File: config.mk
export PLATFORM = sky130hd
export DESIGN_NAME = fault_status_composer
export DESIGN_NICKNAME = d
export VERILOG_FILES = /design/src/rtl/fsc_pkg.sv /design/src/rtl/sys_flag_hold.sv /design/src/rtl/chan_poll_sel.sv /design/src/rtl/status_byte_pack.sv /design/src/rtl/fault_status_composer.sv
export SDC_FILE = /design/constraint.sdc
export NUM_CORES = 1
export LEC_CHECK = 0
export BUFFER_PORTS_ARGS = -buffer_cell sky130_fd_sc_hd__buf_2
export CAP_MARGIN = 20
export CORE_AREA = 2 2 39 41
export CTS_CLUSTER_SIZE = 12
export DETAILED_ROUTE_END_ITERATION = 7
export DIE_AREA = 0 0 41 43
export PLACE_DENSITY = 0.76
export SYNTH_ARGS = -nofsm -noshare
export SYNTH_HDL_FRONTEND = slang
export SYNTH_HIERARCHICAL = 1
export SYNTH_SLANG_ARGS = --single-unit
export TNS_END_PERCENT = 100
File: constraint.sdc
create_clock -name clk -period 2.1 [get_ports clk]
set_input_delay 0.42 -clock clk [delete_from_list [all_inputs] [get_ports clk]]
set_output_delay 0.42 -clock clk [all_outputs]
set_load 0.1 [all_outputs]
File: src/rtl/fsc_pkg.sv
// Package: shared constants and the status byte layout for the composer.
// Assumes a four-channel driver, so the address field is two bits wide.
package fsc_pkg;
    localparam int NUM_CH = 4;
    localparam int LOAD_W = 3;
    localparam int SYS_W  = 3;
    localparam int CH_W   = (NUM_CH > 1) ? $clog2(NUM_CH) : 1;

    typedef struct packed {
        logic [CH_W-1:0] addr;
        logic            sup_uv;
        logic            cp_uv;
        logic            therm;
        logic            open_ld;
        logic            short_bat;
        logic            short_gnd;
    } status_t;
endpackage

File: src/rtl/sys_flag_hold.sv
// Holds each system condition flag from the cycle it is seen until a
// transfer strobe arrives while the condition itself is low.
// Assumes: clear_i is a single-cycle strobe; live_i is synchronous.
module sys_flag_hold #(
    parameter int W = 3
) (
    input  logic         clk,
    input  logic         rst_n,
    input  logic [W-1:0] live_i,
    input  logic         clear_i,
    output logic [W-1:0] held_o
);
    logic [W-1:0] held_q;

    for (genvar b = 0; b < W; b++) begin : g_bit
        // Purpose: set on live condition, drop on a read strobe otherwise.
        always_ff @(posedge clk) begin
            if (!rst_n)
                held_q[b] <= 1'b0;
            else
                held_q[b] <= live_i[b] | (held_q[b] & ~clear_i);
        end
    end

    assign held_o = held_q;
endmodule

File: src/rtl/chan_poll_sel.sv
// Round-robin poller: picks the first channel with any flag set, searching
// upward from the poll pointer and wrapping. The pointer steps past the
// chosen channel on each advance strobe when a channel was chosen.
// Assumes: flags_i is stable around the advance strobe.
module chan_poll_sel #(
    parameter int NUM_CH = 4,
    parameter int FLAG_W = 3,
    localparam int CH_W  = (NUM_CH > 1) ? $clog2(NUM_CH) : 1
) (
    input  logic                     clk,
    input  logic                     rst_n,
    input  logic [NUM_CH*FLAG_W-1:0] flags_i,
    input  logic                     adv_i,
    output logic                     hit_o,
    output logic [CH_W-1:0]          sel_o,
    output logic [FLAG_W-1:0]        sel_flags_o
);
    logic [NUM_CH-1:0] any_vec;
    logic [CH_W-1:0]   ptr_q;
    logic [CH_W-1:0]   ptr_nxt;
    logic [CH_W-1:0]   sel;
    logic              hit;

    for (genvar c = 0; c < NUM_CH; c++) begin : g_any
        assign any_vec[c] = |flags_i[c*FLAG_W +: FLAG_W];
    end

    // Purpose: rotating search for the first faulted channel from the pointer.
    always_comb begin
        sel = '0;
        hit = 1'b0;
        for (int k = 0; k < NUM_CH; k++) begin
            int idx;
            idx = int'(ptr_q) + k;
            if (idx >= NUM_CH)
                idx = idx - NUM_CH;
            if (!hit && any_vec[idx]) begin
                hit = 1'b1;
                sel = CH_W'(idx);
            end
        end
    end

    // Purpose: pointer value one past the chosen channel, wrapping.
    always_comb begin
        if (sel == CH_W'(NUM_CH - 1))
            ptr_nxt = '0;
        else
            ptr_nxt = sel + 1'b1;
    end

    // Purpose: step the poll pointer only on a transfer with a reported channel.
    always_ff @(posedge clk) begin
        if (!rst_n)
            ptr_q <= '0;
        else if (adv_i && hit)
            ptr_q <= ptr_nxt;
    end

    assign hit_o       = hit;
    assign sel_o       = sel;
    assign sel_flags_o = flags_i[int'(sel)*FLAG_W +: FLAG_W];
endmodule

File: src/rtl/status_byte_pack.sv
// Packs held system flags and the chosen channel's load flags into the
// status layout. Address and load bits are forced to zero with no hit.
// Assumes: sys_i order is {supply UV, charge-pump UV, thermal}.
module status_byte_pack
    import fsc_pkg::*;
(
    input  logic              hit_i,
    input  logic [CH_W-1:0]   sel_i,
    input  logic [LOAD_W-1:0] load_i,
    input  logic [SYS_W-1:0]  sys_i,
    output status_t           stat_o
);
    // Purpose: field-by-field assembly of the status byte.
    always_comb begin
        stat_o.addr      = hit_i ? sel_i : '0;
        stat_o.sup_uv    = sys_i[2];
        stat_o.cp_uv     = sys_i[1];
        stat_o.therm     = sys_i[0];
        stat_o.open_ld   = hit_i & load_i[2];
        stat_o.short_bat = hit_i & load_i[1];
        stat_o.short_gnd = hit_i & load_i[0];
    end
endmodule

File: src/rtl/fault_status_composer.sv
// Top: composes the status byte from held system flags and the polled
// channel's load flags. The byte is valid every cycle; xfer_done_i marks
// the cycle in which the shifter has consumed it.
module fault_status_composer
    import fsc_pkg::*;
(
    input  logic                     clk,
    input  logic                     rst_n,
    input  logic                     sup_uv_i,
    input  logic                     cp_uv_i,
    input  logic                     therm_i,
    input  logic [NUM_CH*LOAD_W-1:0] load_flags_i,
    input  logic                     xfer_done_i,
    output logic [7:0]               status_byte_o
);
    logic [SYS_W-1:0]  sys_held;
    logic              hit;
    logic [CH_W-1:0]   sel;
    logic [LOAD_W-1:0] sel_flags;
    status_t           stat;

    sys_flag_hold #(.W(SYS_W)) u_hold (
        .clk     (clk),
        .rst_n   (rst_n),
        .live_i  ({sup_uv_i, cp_uv_i, therm_i}),
        .clear_i (xfer_done_i),
        .held_o  (sys_held)
    );

    chan_poll_sel #(.NUM_CH(NUM_CH), .FLAG_W(LOAD_W)) u_poll (
        .clk         (clk),
        .rst_n       (rst_n),
        .flags_i     (load_flags_i),
        .adv_i       (xfer_done_i),
        .hit_o       (hit),
        .sel_o       (sel),
        .sel_flags_o (sel_flags)
    );

    status_byte_pack u_pack (
        .hit_i  (hit),
        .sel_i  (sel),
        .load_i (sel_flags),
        .sys_i  (sys_held),
        .stat_o (stat)
    );

    assign status_byte_o = stat;
endmodule

==> results.txt, run 1 <==
- The flow ran to the end, but the final reports show violations.
* Violations in the final reports: setup timing
- Routed len/inst: 14.8 um
- The tree built by TritonCTS fans out to 5 sinks.
- Summing all multi-input logic gate instances after layout gives between 300 and 400 um^2.
- Number of nets produced by synthesis: 72
- Area of the die: approximately 0.0018 mm^2
- Post-synthesis cell area: slightly below 500 um^2
- Number of flip-flops and latches in the synthesized netlist: 5
- STA classifies the critical path endpoint as an output pin.
- A synthesized cell averages 9.20 um^2.
- Measured along the y axis, the die boundary spans 43 um.
- Worst setup slack for register-to-register paths: ~0.54 ns
- Grt total ovfl: 0
- STA puts the critical path data arrival time at approximately 2 ns.
* Origin of the worst setup path: load_flags_i[0]
* Storage cell area: around 100 um^2
- Synthesis handed over a netlist of 54 instances.
* Buf/Inv on CP: 2
* Count of standard-cell rows: 14
- Reg-to-reg startpoint: u_poll/ptr_q[1]
* Source-to-sink clock delay at the later pin of the worst-skew pair: 0.24 ns
* Dominant cell type by area after synthesis: sky130_fd_sc_hd__dfxtp_1
- Core box area: 0.00138 mm^2
- In this run, placement finished with an instance count of around 110.
* Horizontal die dimension: about 40 um
- The cell sitting at the root of the clock tree is a sky130_fd_sc_hd__clkbuf_4.
* Stages on the worst setup path: 8
- The first TritonRoute pass finished after 4 iterations.
- Dpl cell area: ~820 um^2
- The net count of the finished layout is approximately 120.
- Final number of setup-violating endpoints: 4
- Summing the sequential cell areas from Yosys gives approximately a fifth of the chip area.
- On the worst path, the slowest cell contributes a delay of 0.33 ns.
* Count of cell types in the netlist: 24
- Via Count: between 600 and 700
- Derived from the worst setup path, the maximum achievable clock frequency is around 420 MHz.
- Final cycle utilization of the critical path: 114%
- In this run the tightest slew margin relative to its limit is about 68%.
- Detailed placement HPWL: 1.14 mm
* Number of nets still failing antenna checks after routing: 0
- The critical path ends at status_byte_o[0].
* Global-route wire length before repair: about 2.5 mm
* Worst-Margin Slew: ~0.49 ns
* Ys async rst share: 0%
- The smallest clock period supported by the final layout is computed as 2.40 ns.
* Number of global-route vias before repair: roughly 630
- Reg2Reg Capture Point: u_poll/ptr_q[1]
- The kind of cell with the highest combined delay along the critical path is compound AO/OA/AOI/OAI gates.
- The worst setup path is launched from an input pin.
- Diodes inserted: 0
- For this run, design rule violations remaining after detail routing come to 0.
* Critical path class: in -> out
* Number of input and output port buffers inserted: 25
- Maximum Capacitance Violations: 0
- Final Cell Area: a little over 900 um^2
* Register-to-Register Path Depth: 7
- The number of antenna violations at the first check in global routing is 0.
- The layout has around 110 filler cells.
- Min-delay worst type: in -> reg
* Clock Skew: about 0.0028 ns
- Routability cong.: between 0.8 and 0.9
- EDFF count, synth: 0
- Total negative slack for setup checks: -0.972 ns
- For this run, the share of the core covered by cells in the final layout is 67.0%.
- Cells with a size suffix above 1 make up 63.3% of the layout.
- In this run the number of H-tree levels came out at 1.
- Number of DRC violations after detailed-routing iteration 0: 9
- Clock-pin slew was measured on the worst setup and hold paths at 0.04 ns.
- The slowest stage of the critical path belongs to the cell sky130_fd_sc_hd__o31a_1.
* Largest net degree at the start of global routing: 8
- Fin worst setup slack: -0.298 ns
* Area grow syn2layout: 86.6%
- VDD sags by at most between 300 and 400 uV.
- 26 I/O pins were placed.
- Dominant cells by area after synthesis: sky130_fd_sc_hd__dfxtp_1 (20%), sky130_fd_sc_hd__mux2i_1 (20%), sky130_fd_sc_hd__and2_1 (7.6%)
- Traced cell by cell, the critical path runs through buf_8 -> o31a_1 -> nor3b_2 -> o22ai_4 -> mux2i_1 -> mux2i_1 -> and2_4 -> buf_12.
- Power per standard cell area: around 670 mW/mm^2
- For this block, the routed nets add up to 1.69 mm of wire.
* Area share of the leading cell type in the synthesized netlist: between 20 and 25%
* Tot GR Track Use: between 20% and 30%
- In this run, post-CTS hold repair placed 0 buffers.
- Fin cells: approximately 110
- Number of endpoints with negative hold slack in the final report: 0
- Setup repair after global routing could not meet its margin everywhere.
- Summed over all cells, the static leakage comes to roughly 0.45 nW.
- Initial Util: a little over a third
* Main flop type after synthesis: sky130_fd_sc_hd__dfxtp_1
- Data on the critical path is required at its endpoint by roughly 1.7 ns.
* CTS tree: built
- Most frequent cell on the critical path: sky130_fd_sc_hd__mux2i_1
* Final-report max-slew violation count: 0
- The longest clock path from root to sink contains 2 buffers.
- Synthesis Warnings: 6
- Maximum fanout encountered on the critical timing path: 7
- Detailed-route vias per instance: 5.30
- Number of buffers added by the clock tree synthesis step: 3
==> synthesized netlist by cell type, types with 2 or more instances <==
library cell               n
sky130_fd_sc_hd__o21ai_0   2
sky130_fd_sc_hd__a21oi_1   2
sky130_fd_sc_hd__o21a_1    4
sky130_fd_sc_hd__dfxtp_1   5
sky130_fd_sc_hd__buf_4     4
sky130_fd_sc_hd__mux2i_1  10
sky130_fd_sc_hd__and2_1    6
sky130_fd_sc_hd__nor3_2    2
sky130_fd_sc_hd__nor2b_1   4
==> worst register-to-register path: cells and delay by family, from the launching register on <==
kind / cells / cell delay (ns)
DFF: 1 / 0.36
xor gates and xnor gates: 1 / 0.11
buffers and inverters: 2 / 0.28
AOI/OAI and AO/OA: 3 / 0.62
and+or+nand+nor: 1 / 0.08
==> logic make-up after synthesis <==
| family | count (synthesis) | share of synthesized area [%] |
|---|---|---|
| and+or+nand+nor | 19 | 28.5 |
| AOI/OAI and AO/OA | 14 | 22.7 |
| muxes | 10 | 20.2 |
| DFF | 5 | 20.2 |
| buffers and inverters | 5 | 6.80 |
| xor gates and xnor gates | 1 | 1.76 |
==> through the flow <==
step	hold WS, ns	total power, mW	setup slack [ns]
after floorplan	0.533	0.349	-0.170
after global placement	0.552	0.475	-0.232
after detailed placement	0.560	0.479	-0.266
after CTS	0.385	0.612	-0.245
after global routing	0.374	0.648	-0.391
final	0.394	0.618	-0.298
==> power breakdown <==
group	switching [mW]	internal, mW	leakage [nW]	total (mW)
clock	0.0378	0.0717	0.0150	0.110
sequential	0.00653	0.103	0.0417	0.110
combinational	0.232	0.167	0.397	0.399
==> layout make-up <==
cell class / instances / area share, %
multi-input cells: 44 / 42.9
well taps: 16 / 2.16
clock buffers: 4 / 2.83
repair buffers: 44 / 40.9
flip-flops and latches: 5 / 10.8
inverters: 1 / 0.405
==> state kept, by name (all words and copies together), names as in the netlist <==
register and flops:
u_hold/held_o 3, u_poll/ptr_q 2
==> worst min path at each step <==
stage | from | to | slack (ns) | cells past startpoint
finish | sup_uv_i | u_hold/held_o[2] | 0.39 | 2
global route | sup_uv_i | u_hold/held_o[2] | 0.37 | 2
CTS | sup_uv_i | u_hold/held_o[2] | 0.39 | 2
detailed placement | u_hold/held_o[2] | u_hold/held_o[2] | 0.56 | 2
global placement | u_hold/held_o[2] | u_hold/held_o[2] | 0.55 | 2
floorplan | u_poll/ptr_q[0] | u_poll/ptr_q[0] | 0.53 | 2
==> per-layer routing <==
layer  global-route usage (%)  up-vias  wire length, um
met5                        0        -                0
met4                     15.3        0               46
met3                     5.24        6              120
met2                     36.6       33              910
met1                     18.7      277              608
li1                         -      288                -
==> what timing repair did <==
action / in CTS / in global routing
endpoints found under the hold margin: 0 / 0
gates resized for setup: 13 / 5
setup buffers: 2 / 1
setup endpoints to repair: 5 / 5
pin swaps: 5 / 4
==> cells in the final DEF (no fill, tap or decap) <==
cell	instances
sky130_fd_sc_hd__a211o_2	1
sky130_fd_sc_hd__a21oi_1	2
sky130_fd_sc_hd__and2_1	1
sky130_fd_sc_hd__and2_2	1
sky130_fd_sc_hd__and2_4	4
sky130_fd_sc_hd__buf_12	5
sky130_fd_sc_hd__buf_2	16
sky130_fd_sc_hd__buf_4	18
sky130_fd_sc_hd__buf_6	3
sky130_fd_sc_hd__buf_8	2
sky130_fd_sc_hd__clkbuf_1	1
sky130_fd_sc_hd__clkbuf_4	3
sky130_fd_sc_hd__dfxtp_1	5
sky130_fd_sc_hd__inv_1	1
sky130_fd_sc_hd__mux2i_1	10
sky130_fd_sc_hd__nand2b_4	1
sky130_fd_sc_hd__nand4_1	1
sky130_fd_sc_hd__nor2b_1	4
sky130_fd_sc_hd__nor3_2	3
sky130_fd_sc_hd__nor3_4	1
sky130_fd_sc_hd__nor3b_2	1
sky130_fd_sc_hd__nor4_1	1
sky130_fd_sc_hd__o211a_4	1
sky130_fd_sc_hd__o21a_1	4
sky130_fd_sc_hd__o21ai_0	1
sky130_fd_sc_hd__o21ai_1	1
sky130_fd_sc_hd__o21ai_2	1
sky130_fd_sc_hd__o221ai_1	1
sky130_fd_sc_hd__o22ai_4	1
sky130_fd_sc_hd__o31a_1	1
sky130_fd_sc_hd__or3_1	1
sky130_fd_sc_hd__xnor2_1	1
No activity file was read; power rests on OpenSTA's default activity.
==> run 2, diff against run 1 <==
--- a/config.mk
+++ b/config.mk
@@ -16,4 +16,4 @@
 export SYNTH_HDL_FRONTEND = slang
 export SYNTH_HIERARCHICAL = 1
 export SYNTH_SLANG_ARGS = --single-unit
-export TNS_END_PERCENT = 100
+export TNS_END_PERCENT = 30
==> constraint.sdc (replaced) <==
create_clock -name clk -period 2.3 [get_ports clk]
set_input_delay 0.46 -clock clk [delete_from_list [all_inputs] [get_ports clk]]
set_output_delay 0.46 -clock clk [all_outputs]
set_load 0.1 [all_outputs]
==> run 2 against run 1 <==
Effect of this change: the run still ends with setup timing left; power decreased by 11%; via count down 6.6%; global-route usage decreased by 2.4 points; routed wire length shrank 12%; sequential power fell by 9%; highest routed layer is now met3; count of clock-buffer cells in the layout stayed put; non-clock buffer count is 4 lower; clock power down 9%; clock skew fell by 0.0022 ns.
==> results.txt, run 2 (synthesized netlist as in run 1, its figures left out) <==
- The cell sitting at the root of the clock tree is a sky130_fd_sc_hd__clkbuf_4.
- Maximum clock frequency: about 410 MHz
* Maximum Capacitance Violations: 0
- In this run the worst path has a maximum fanout of 7.
* Worst hold path depth: 2
- Number of input and output port buffers inserted: 25
- The most critical setup path has its startpoint at load_flags_i[6].
- Number of endpoints with negative hold slack in the final report: 0
- Final-report max-slew violation count: 0
- Overall power consumption after layout is estimated at 0.550 mW.
- The checks that failed: setup timing.
* Initial Util: approximately 36%
* Max FFs per register: 3
- Row generation in the floorplan step produced 14 rows.
* Leak: about 0.43 nW
* TritonCTS sink count: 5
* Highest-count cells in the layout ignoring fill and taps: sky130_fd_sc_hd__buf_2 (15), sky130_fd_sc_hd__buf_4 (15), sky130_fd_sc_hd__mux2i_1 (10)
* Hold EP: u_hold/held_o[0]
* Detailed-route vias per instance: between 5 and 6
- The area growth from synthesis to layout is 77.3%.
- Area of the die: around 0.0018 mm^2
- The startpoint identified for the worst hold timing path is therm_i.
- Layout cell share with drive strength beyond 1: about three fifths
- IR analysis of the VDD net gives a maximum drop of 364 uV.
- The flow ran to the end, but the final reports show violations.
- Die height: 43 um
- Measured in cells, the most critical reg-to-reg path has a length of 7.
- The number of antenna violations at the first check in global routing came to 0.
* Routed len/inst: 13.5 um
* Global-route wire length before repair: ~2.2 mm
* Clock Skew: 0.000659 ns
* Period minus WS final: roughly 2.4 ns
* Clock-pin slew of the registers on the worst-case setup and hold paths: 0.04 ns
- Before CTS, the worst setup slack after placement is -0.134 ns.
* Kind of capture point of the worst setup path: output pin
- Worst path arrival time: 1.95 ns
- For this block, the initial DRC count from the detailed router was 9.
- Source-to-sink clock delay at the later pin of the worst-skew pair: approximately 0.24 ns
* Diodes inserted: 0
- Category of the worst setup path launch point: input pin
- Final number of setup-violating endpoints: 4
* Grt total ovfl: 0
- Number of nets at the end of the flow: ~110
- Worst-Margin Slew: around 0.48 ns
- CTS tree: built
- Final cycle utilization of the critical path: 105%
- STA puts the critical path data required time at about 1.8 ns.
* Reg2Reg Capture Point: u_poll/ptr_q[1]
* Number of buffers added by the clock tree synthesis step: 3
- Filler cell count: between 100 and 150
* Core box area: about 0.0014 mm^2
- Number of nets still failing antenna checks after routing: 0
* Horizontal die dimension: 41 um
* Cts-stage hold buffer count: 0
* Worst slew slack as a fraction of its limit: about 68%
* Critical path class: in -> out
- 26 I/O pins were placed.
- The number of global-route vias before repair was between 500 and 600.
* Overall routed net length: around 1.5 mm
* Worst setup slack for register-to-register paths: between 0.7 and 0.8 ns
- After layout, the worst setup slack is -0.110 ns.
* Largest net degree at the start of global routing: 8
* Routability cong.: just over 0.8
* Clock Path Buffers: 2
- Tot GR Track Use: about 18%
- Setup repair after global routing could not meet its margin everywhere.
* Iteration count of the initial detailed-routing pass: 4
* Via Count: around 560
- Remaining routing DRC violations: 0
- The worst hold path belongs to the class in -> reg.
* Final worst hold slack: around 0.43 ns
- # H-tree levels: 1
* Power per standard cell area: around 620 mW/mm^2
* Detailed placement HPWL: around 1.1 mm
- Reg-to-reg startpoint: u_poll/ptr_q[1]
run 2: cell types whose count changed in the layout (fill, tap and decap cells not counted), sizes merged:
cell and delta:
buf -4
run 2: report_power, final:
| group | leakage [nW] | switching, mW | internal [mW] | total [mW] |
|---|---|---|---|---|
| clock | 0.0150 | 0.0344 | 0.0655 | 0.0999 |
| sequential | 0.0417 | 0.00558 | 0.0942 | 0.0998 |
| combinational | 0.372 | 0.205 | 0.146 | 0.350 |
| total | 0.428 | 0.244 | 0.305 | 0.550 |
run 2: critical path: stages:
cell	delay [ns]
sky130_fd_sc_hd__buf_6	0.10
sky130_fd_sc_hd__nor3_4	0.26
sky130_fd_sc_hd__nor3b_2	0.10
sky130_fd_sc_hd__o22ai_4	0.32
sky130_fd_sc_hd__mux2i_1	0.27
sky130_fd_sc_hd__mux2i_1	0.10
sky130_fd_sc_hd__and2_4	0.17
sky130_fd_sc_hd__buf_12	0.16
run 2: worst max-delay path by stage:
stage	to	slack, ns	depth (start not counted)
6_report	status_byte_o[1]	-0.11	8
4_1_cts	status_byte_o[1]	-0.09	8
3_5_place_dp	status_byte_o[1]	-0.13	8
5_1_grt	status_byte_o[1]	-0.21	7
3_3_place_gp	status_byte_o[2]	-0.09	8
2_1_floorplan	status_byte_o[6]	-0.09	4
run 2: stage by stage:
stage	setup TNS, ns	utilization, %	cells	instance area, um^2
2_1_floorplan	-0.236	-	54	502
3_3_place_gp	-0.255	57.1	104	790
3_5_place_dp	-0.374	57.1	104	790
4_1_cts	-0.242	61.3	108	848
5_1_grt	-0.761	63.7	110	881
6_report	-0.374	63.7	110	881
run 2: layout make-up:
class | count | area, um^2 | share of cell area (%)
clock buffer | 4 | 26.3 | 2.98
inverter | 1 | 3.75 | 0.426
multi-input combinational | 44 | 383 | 43.5
sequential | 5 | 100 | 11.4
tap | 16 | 20.0 | 2.27
timing repair buffer | 40 | 348 | 39.5
run 2: layer usage:
metal	GRT usage, %	up-vias	share of wire (%)
li1	-	281	-
met1	22.6	256	41
met2	30.6	27	52
met3	3.66	0	7.2
met4	6.00	0	0
met5	0	-	0
run 2: what timing repair did:
item                                    4_1_cts  5_1_grt
pin swaps                                     5        6
resized for setup                            11        4
endpoints found under the setup margin        4        4
setup buffers                                 0        2
